[src/rtl/sp_drv_pkg.sv]
package sp_drv_pkg;

    localparam int unsigned LANES_DEF = 4;
    localparam int unsigned DEPTH_DEF = 8;

    typedef enum logic {
        SHIFT_DOWN = 1'b0,
        SHIFT_UP   = 1'b1
    } shift_dir_e;

    typedef struct packed {
        logic sel;
        logic pol;
    } gate_ctl_t;

    // Level driven by a bank that is deselected or blanked.
    function automatic logic idle_level(input logic pol);
        return ~pol;
    endfunction

endpackage

[src/rtl/lane_shifter.sv]
module lane_shifter
    import sp_drv_pkg::*;
#(
    parameter int unsigned DEPTH = DEPTH_DEF
) (
    input  logic             clk,
    input  logic             rst,
    input  logic             din,
    input  shift_dir_e       dir,
    output logic [DEPTH-1:0] stages,
    output logic [DEPTH-1:0] stages_nxt,
    output logic             casc
);
    localparam int unsigned TOP = DEPTH - 1;

    always_comb begin
        if (dir == SHIFT_UP) begin
            stages_nxt = {stages[TOP-1:0], din};
        end else begin
            stages_nxt = {din, stages[TOP:1]};
        end
    end

    always_ff @(posedge clk) begin
        if (rst) begin
            stages <= '0;
        end else begin
            stages <= stages_nxt;
        end
    end

    assign casc = (dir == SHIFT_UP) ? stages[TOP] : stages[0];

endmodule

[src/rtl/bank_latch.sv]
module bank_latch
    import sp_drv_pkg::*;
#(
    parameter int unsigned DEPTH = DEPTH_DEF
) (
    input  logic             clk,
    input  logic             rst,
    input  logic             le,
    input  logic [DEPTH-1:0] stages,
    input  logic [DEPTH-1:0] stages_nxt,
    output logic [DEPTH-1:0] view
);
    logic [DEPTH-1:0] held;

    // Capture the post-edge value so that held matches the stages once le drops.
    always_ff @(posedge clk) begin
        if (rst) begin
            held <= '0;
        end else if (le) begin
            held <= stages_nxt;
        end
    end

    assign view = le ? stages : held;

endmodule

[src/rtl/out_gate.sv]
module out_gate
    import sp_drv_pkg::*;
#(
    parameter int unsigned DEPTH = DEPTH_DEF
) (
    input  logic [DEPTH-1:0] view,
    input  gate_ctl_t        ctl,
    input  logic             blank_n,
    output logic [DEPTH-1:0] q
);
    always_comb begin
        if (!ctl.sel || !blank_n) begin
            q = {DEPTH{idle_level(ctl.pol)}};
        end else if (ctl.pol) begin
            q = view;
        end else begin
            q = ~view;
        end
    end

endmodule

[src/rtl/serpar_driver.sv]
module serpar_driver
    import sp_drv_pkg::*;
#(
    parameter int unsigned LANES = LANES_DEF,
    parameter int unsigned DEPTH = DEPTH_DEF
) (
    input  logic                   clk,
    input  logic                   rst,
    input  logic [LANES-1:0]       ser_in,
    input  logic                   dir_up,
    input  logic                   le,
    input  logic                   chip_sel,
    input  logic [LANES-1:0]       blank_n,
    input  logic                   pol,
    output logic [LANES-1:0]       casc_out,
    output logic [LANES*DEPTH-1:0] drv_out
);
    localparam int unsigned WIDTH = LANES * DEPTH;

    shift_dir_e       dir;
    gate_ctl_t        ctl;
    logic [WIDTH-1:0] sr_flat;
    logic [WIDTH-1:0] sr_nxt_flat;
    logic [WIDTH-1:0] view_flat;

    assign dir     = dir_up ? SHIFT_UP : SHIFT_DOWN;
    assign ctl.sel = chip_sel;
    assign ctl.pol = pol;

    for (genvar b = 0; b < LANES; b++) begin : g_lane
        lane_shifter #(.DEPTH(DEPTH)) shf_i (
            .clk        (clk),
            .rst        (rst),
            .din        (ser_in[b]),
            .dir        (dir),
            .stages     (sr_flat[b*DEPTH +: DEPTH]),
            .stages_nxt (sr_nxt_flat[b*DEPTH +: DEPTH]),
            .casc       (casc_out[b])
        );

        bank_latch #(.DEPTH(DEPTH)) lat_i (
            .clk        (clk),
            .rst        (rst),
            .le         (le),
            .stages     (sr_flat[b*DEPTH +: DEPTH]),
            .stages_nxt (sr_nxt_flat[b*DEPTH +: DEPTH]),
            .view       (view_flat[b*DEPTH +: DEPTH])
        );

        out_gate #(.DEPTH(DEPTH)) gate_i (
            .view    (view_flat[b*DEPTH +: DEPTH]),
            .ctl     (ctl),
            .blank_n (blank_n[b]),
            .q       (drv_out[b*DEPTH +: DEPTH])
        );
    end

endmodule

[config.mk]
export PLATFORM = sky130hd
export DESIGN_NAME = serpar_driver
export DESIGN_NICKNAME = d
export VERILOG_FILES = /design/src/rtl/sp_drv_pkg.sv /design/src/rtl/lane_shifter.sv /design/src/rtl/bank_latch.sv /design/src/rtl/out_gate.sv /design/src/rtl/serpar_driver.sv
export SDC_FILE = /design/constraint.sdc
export NUM_CORES = 1
export LEC_CHECK = 0
export ABC_CLOCK_PERIOD_IN_PS = 2000
export BUFFER_PORTS_ARGS = -buffer_cell sky130_fd_sc_hd__buf_2
export CORE_ASPECT_RATIO = 0.5
export CORE_MARGIN = 4
export CORE_UTILIZATION = 55
export DETAILED_ROUTE_END_ITERATION = 8
export PLACE_DENSITY = 0.77
export SYNTH_ARGS = -nofsm -noshare
export SYNTH_HDL_FRONTEND = slang
export SYNTH_HIERARCHICAL = 1
export SYNTH_SLANG_ARGS = --single-unit
export TNS_END_PERCENT = 50
[constraint.sdc]
create_clock -name clk -period 2 [get_ports clk]
set_clock_uncertainty 0.05 [all_clocks]
set_input_delay 0.2 -clock clk [delete_from_list [all_inputs] [get_ports clk]]
set_output_delay 0.2 -clock clk [all_outputs]
set_load 0.03 [all_outputs]
After elaboration in Yosys (flattened, before gate mapping)
Index checks and enable logic that the tools add are counted.
{ "totals": {"register_bits": 64, "word_cells": 43, "output_inout_bits": 36, "inputBits": 14} }
{ "op_classes": {"n_mux": 21, "bitwise": 5, "n_reduce_logical": 9} }
{ "ops": {"columns": ["cell", "n"], "rows": [
  ["2-to-1 mux 8 bit", 16],
  ["inverter 8 bit", 4],
  ["logical NOT 1 bit", 5],
  ["2-to-1 mux 1 bit", 5],
  ["logical OR 1 bit", 4],
  ["inverter 1 bit", 1]
]} }

Logic depth before layout (Yosys ltp)
Gate-level depths: netlist of run 1.
{ "depth": {"depth_word": 4, "depth_mapped": 5, "ltp_nobuf": 4} }

By module
Netlist of run 1, hierarchy kept.
{ "by_module_without_submodules": {"columns": ["mod", "instances", "area_per_inst_um2", "cells_per_inst", "seq_area_each_um2"], "rows": [
  ["bank_latch", 4, 442.9, 51, 160.2],
  ["lane_shifter", 4, 352.8, 26, 160.2],
  ["out_gate", 4, 140.1, 19, 0.0]
]} }

Worst setup path before layout of run 1
Ideal clock, no wire load.
{ "synth_timing": {"path_type": "input -> output", "start": "input port le", "end": "output port drv_out[10]", "stages": 5, "path_buffers": 1, "arrival_time_ns": 1.071, "setup_slack_ns": 0.679, "required_time_ns": 1.750, "cell_sequence": "buf_6 -> nand2b_4 -> nand2_1 -> nand3_1 -> xor2_1"} }
{ "synth_via": {"elab_chain_cells": 4} }
{ "synth_rtl": {"columns": ["item", "line_no", "text"], "rows": [
  ["start: declaration", "serpar_driver.sv:11", "input logic le,"],
  ["2-to-1 mux 8 bit *", "bank_latch.sv:24", "assign view = le ? stages : held;"],
  ["net view_flat[10]", "serpar_driver.sv:24", "logic [WIDTH-1:0] view_flat;"],
  ["inverter 8 bit", "out_gate.sv:17", "q = ~view;"],
  ["2-to-1 mux 8 bit *", "out_gate.sv:14", "end else if (ctl.pol) begin"],
  ["2-to-1 mux 8 bit *", "out_gate.sv:12", "if (!ctl.sel || !blank_n) begin"],
  ["end: declaration", "serpar_driver.sv:16", "output logic [LANES*DEPTH-1:0] drv_out"]
]} }
The timed path passes the listed nets; every way through them passes the cells marked *.

Worst setup path after layout of run 1
{ "layout_timing": {"start": "register g_lane[3].shf_i.stages[6]", "end": "output port drv_out[30]"} }
{ "layout_via": {"elab_chain_cells": 4} }
{ "layout_rtl": {"columns": ["item", "line_no", "text"], "rows": [
  ["start: declaration", "lane_shifter.sv:10", "output logic [DEPTH-1:0] stages,"],
  ["start signal: assignment", "lane_shifter.sv:28", "stages <= stages_nxt;"],
  ["2-to-1 mux 8 bit *", "bank_latch.sv:24", null],
  ["net view_flat[30]", "serpar_driver.sv:24", null],
  ["inverter 8 bit", "out_gate.sv:17", null],
  ["2-to-1 mux 8 bit *", "out_gate.sv:14", null],
  ["2-to-1 mux 8 bit *", "out_gate.sv:12", null]
]} }
Marks and branches as above.

==> results of run 1 <==
-- power breakdown --
group	leakage, nW	internal (mW)	total (mW)	switching, mW
registers	0.518	1.30	1.32	0.0170
clock network	0.170	1.25	1.80	0.546
logic	1.17	0.166	0.426	0.260
total	1.85	2.72	3.54	0.824
-- synth_stat cells, drive strengths merged --
| library cell | n | area share [%] |
|---|---|---|
| nor2b | 32 | 5.3 |
| mux2 | 36 | 14 |
| xor2 | 32 | 7.5 |
| nand3 | 32 | 4.3 |
| nand2b | 32 | 9.6 |
| a21oi | 32 | 7.5 |
| clkbuf | 4 | 0.53 |
| buf | 24 | 6.8 |
| dfxtp | 64 | 34 |
| nand2 | 96 | 10 |
-- registers in the layout, summed over array words and instances (netlist names) --
name	cells
g_lane.lat_i/held	32
g_lane.shf_i/stages	32
-- stage by stage --
| stage | cell area, um^2 | setup slack [ns] |
|---|---|---|
| 3_3_place_gp | 3960 | 0.457 |
| 5_1_grt | 4300 | 0.287 |
| 6_report | 4300 | 0.370 |
| 2_1_floorplan | 3740 | 0.679 |
| 3_5_place_dp | 3960 | 0.395 |
| 4_1_cts | 4300 | 0.378 |
-- worst max-delay path by stage --
stage	slack (ns)	startpoint	depth (start not counted)	end
4_1_cts	0.38	g_lane[3].shf_i/stages[6]	5	drv_out[30]
2_1_floorplan	0.68	le	5	drv_out[10]
6_report	0.37	g_lane[3].shf_i/stages[6]	5	drv_out[30]
3_3_place_gp	0.46	le	7	drv_out[29]
3_5_place_dp	0.40	le	7	drv_out[29]
5_1_grt	0.29	le	7	drv_out[29]
-- critical path, cell delays in order (launching register included) --
cell and delay [ns]:
dfxtp_1 0.37, nand2_1 0.08, nand2_1 0.10, nand3_1 0.12, xor2_1 0.17, buf_2 0.21
-- kinds of logic (layout without fill, tap and decap cells) --
| family | Yosys count | count (layout) | share of synthesized area (%) |
|---|---|---|---|
| compound gates | 32 | 32 | 7.49 |
| xor+xnor | 32 | 32 | 7.49 |
| buf+inv | 28 | 76 | 7.35 |
| flops | 64 | 64 | 34.2 |
| mux | 36 | 36 | 14.0 |
| simple gates | 192 | 192 | 29.4 |
-- area by class of cell --
class                           instances  share of cell area, %
Multi-Input combinational cell        292                   50.8
Clock inverter                          5                   2.41
Tap cell                               88                   2.56
Timing Repair Buffer                   60                   8.78
Sequential cell                        64                   29.8
Clock buffer                           11                   5.64
-- routing by layer --
metal  part of all wire [%]  vias up  wire length, um  global-route usage, %
met4                   0.98        0               74                   7.38
met2                     47       46             3540                   33.4
met3                    3.9        6              295                   5.16
met1                     48     1249             3650                   23.4
li1                       -     1329                -                      -
met5                      0        -                0                      0
==> flow_summary.yaml, run 1 <==
status:
  status: "completed"
clock_tree:
  cts_tree: "done"
  cts_setup_buffers: 0
  clk-insertion-delay-late_ns: 0.32
  cts-hold-fix-buffers: 0
  clock_tree.buffer_depth: 2
  cts_sinks: 64
  cts.repair.resized: 0
  clk_pin_slew_ns: 0.05
  root_buffer: "clkbuf_16"
  cts_buffers: 9
  htree_levels: 3
floorplanning:
  die-area_um2: 8270
  ios: 50
  core_region_area_um2: 6330
  initial_core_util_pct: 59.1
  rows: 20
  chipHeight_um: 66.3
  dieWidth_um: 125
finish:
  final_util_pct: 68.0
  multiInputGateArea_um2: 2190
  seq_area_um2: 1280
  drive_above_1_share_pct: 42.4
  antenna_cells: 0
  layout_commonest_cell: "nand2_1"
  layout.nets: 441
  fillCellCount: 465
  syn_to_final_growth_pct: 14.9
  finalNonFillerCells: 520
  final_cell_mix: "88 x nand2_1, 64 x dfxtp_1, 49 x buf_2"
sta:
  setup_violations: 0
  maxSlewViolCount: 0
  fmax_mhz: 614
  rsz0062_at_grt: "false"
  tns_ns: 0
  whs_ns: 0.190
  hold_viol: 0
  maxSlewHeadroom_pct: 61.4
  finalCriticalPeriod_ns: 1.63
  tightest_slew_ns: 0.579
  fin_crit_sh_pct: 81.5
critical_path:
  end_kind: "output pin"
  arrival_ns: 1.38
  r2r_end: "g_lane[3].lat_i/held[3]"
  reg2reg_depth: 3
  r2r-start: "g_lane[3].shf_i/stages[4]"
  worstPathRequired_ns: 1.75
  path_class: "flip-flop to output pin"
  start_kind: "flip-flop"
  rrSetupSlack_ns: 1.04
  worstPathMaxFanout: 3
worst_hold_path:
  whs_path_depth: 2
  worst_hold_startpoint: "rst"
  min_to: "g_lane[3].lat_i/held[6]"
  hold_path.class: "input pin to flip-flop"
synthesis:
  synthCells: 384
  ys_warn_count: 6
  ys_seq_area_share_pct: 34.2
  synth-seq-cells: 64
  ys_types: 14
  synth_fp_nets: 398
  avgSynthCellArea_um2: 9.75
  netlist_area_um2: 3740
pwr:
  power_per_cell_area_nw_per_um2: 823
  finalPower_mw: 3.54
  p_leak_nw: 1.85
  vdd_drop_max_mv: 0.518
detailed_routing:
  drt_iter0_markers: 147
  routedWlPerCell_um: 14.6
  via_count: 2630
  ant_nets: 0
  drc_errors: 0
  routed_wirelength_um: 7570
  drt_first_pass_iters: 4
  vias_per_cell: 5.06
placement:
  place_hpwl_um: 5150
  portBuffers: 49
  routabilityCongestion: 0.787
  placedCellCount: 504
global_route:
  track_usage_pct: 19.3
  grt_max_degree: 65
  antenna_found_initial: 0
  grt_pass1_wl_um: 12900
  gr-total-overflow: 0
  grt_pass1_vias: 2660
job:
  maxCapViolCount: 0
No activity file was read; power rests on OpenSTA's default activity.
==> inputs of run 2 (changes only) <==
- ABC_CLOCK_PERIOD_IN_PS: 2000 -> 1650
- clock period: 2 -> 1.65 ns (I/O delays scaled with it)
==> flow_summary.yaml, run 2 (synthesis results as in run 1) <==
clock_tree:
  cts_sinks: 64
  clk_pin_slew_ns: 0.05
  clock_tree.buffer_depth: 2
  root_buffer: "clkbuf_16"
  cts.repair.resized: 0
  cts_buffers: 9
  cts-hold-fix-buffers: 0
  cts_tree: "done"
  clk-insertion-delay-late_ns: 0.32
  htree_levels: 3
  cts_setup_buffers: 0
critical_path:
  arrival_ns: 1.31
  rrSetupSlack_ns: 0.70
  reg2reg_depth: 3
  start_kind: "flip-flop"
  r2r_end: "g_lane[0].lat_i/held[1]"
  end_kind: "output pin"
  worstPathRequired_ns: 1.43
  r2r-start: "g_lane[0].shf_i/stages[2]"
  worstPathMaxFanout: 3
  path_class: "flip-flop to output pin"
global_route:
  grt_pass1_vias: 2712
  grt_pass1_wl_um: 12500
  antenna_found_initial: 0
  track_usage_pct: 18.7
  grt_max_degree: 65
  gr-total-overflow: 0
detailed_routing:
  drc_errors: 0
  vias_per_cell: 5.06
  ant_nets: 0
  via_count: 2616
  drt_first_pass_iters: 4
  routed_wirelength_um: 7140
  drt_iter0_markers: 149
  routedWlPerCell_um: 13.8
pwr:
  p_comb_share_pct: 13.7
  power.switching_mw: 0.963
  power_per_cell_area_nw_per_um2: 898
  power.internal_mw: 2.87
  p_leak_nw: 1.83
  clkPwrFrac_pct: 44.6
  vdd_drop_max_mv: 0.412
  pwr-share-seq_pct: 41.7
  switching_share_pct: 25.1
  finalPower_mw: 3.83
finish:
  reg_top3: "g_lane.lat_i/held x32, g_lane.shf_i/stages x32"
  drive_above_1_share_pct: 42.0
  layout.nets: 439
  final_cell_mix: "88 x nand2_1, 64 x dfxtp_1, 48 x buf_2"
  layout_commonest_cell: "nand2_1"
  syn_to_final_growth_pct: 14.0
  antenna_cells: 0
status:
  status: "completed"
floorplanning:
  initial_core_util_pct: 59.1
  die-area_um2: 8270
  dieWidth_um: 125
  core_region_area_um2: 6330
  ios: 50
  rows: 20
  chipHeight_um: 66.3
worst_hold_path:
  hold_path.class: "input pin to flip-flop"
  worst_hold_startpoint: "ser_in[3]"
  min_to: "g_lane[3].shf_i/stages[0]"
  whs_path_depth: 3
placement:
  routabilityCongestion: 0.812
  portBuffers: 49
  place_hpwl_um: 5050
sta:
  fmax_mhz: 656
  rsz0062_at_grt: "false"
  maxSlewViolCount: 0
  whs_ns: 0.175
  hold_viol: 0
  finalCriticalPeriod_ns: 1.52
  maxSlewHeadroom_pct: 76.3
  fin_crit_sh_pct: 92.4
  tightest_slew_ns: 0.356
  setup_violations: 0
  tns_ns: 0
job:
  maxCapViolCount: 0
run 2: cell count changes in the layout (fill, tap and decap cells not counted):
cell        before  now
buf_2           49   48
buf_4            7    2
buf_12           4    8
bufinv_16        3    0
clkinv_2         1    2
clkinvlp_4       0    1
clkbuf_8         1    2
clkinv_4         1    0
run 2: worst max-delay path: stages (launching register included):
cell and delay, ns:
dfxtp_1 0.36, nand2_1 0.07, nand2_1 0.07, nand3_1 0.10, xor2_1 0.19, buf_4 0.19
run 2: metrics by stage:
step,setup WS (ns),utilization (%),instance area [um^2],std cells
2_1_floorplan,0.399,-,3740,384
3_3_place_gp,0.199,63.0,3990,502
3_5_place_dp,0.142,63.0,3990,502
4_1_cts,0.0873,67.4,4270,517
5_1_grt,0.00924,67.4,4270,517
6_report,0.125,67.4,4270,517
run 2: final cells by class:
type	instances	area, um^2
Clock inverter	3	17.5
Fill cell	509	2060
Sequential cell	64	1280
Tap cell	88	110
Clock buffer	12	256
Multi-Input combinational cell	292	2190
Timing Repair Buffer	58	415
run 2: power groups by stage:
stage          Combinational, mW  Clock (mW)  Sequential (mW)
2_1_floorplan              0.415           0             1.62
3_3_place_gp               0.515           0             1.63
3_5_place_dp               0.526           0             1.63
4_1_cts                    0.529        1.75             1.60
5_1_grt                    0.564        1.82             1.60
6_report                   0.526        1.71             1.60
run 2: routing by layer:
metal | wire (um) | share of wire, % | vias to the layer above | track usage, %
li1 | - | - | 1317 | -
met1 | 3460 | 49 | 1251 | 22.5
met2 | 3310 | 46 | 39 | 32.6
met3 | 277 | 3.9 | 9 | 5.32
met4 | 86 | 1.2 | 0 | 6.15
met5 | 0 | 0 | - | 0
run 2: worst max-delay path by stage:
stage / startpoint / endpoint / cells after the start
floorplan: le / drv_out[10] / 5
global placement: le / drv_out[5] / 7
detailed placement: le / drv_out[24] / 7
CTS: g_lane[3].shf_i/stages[0] / drv_out[24] / 5
global route: g_lane[3].shf_i/stages[0] / drv_out[24] / 5
finish: g_lane[3].shf_i/stages[0] / drv_out[24] / 5
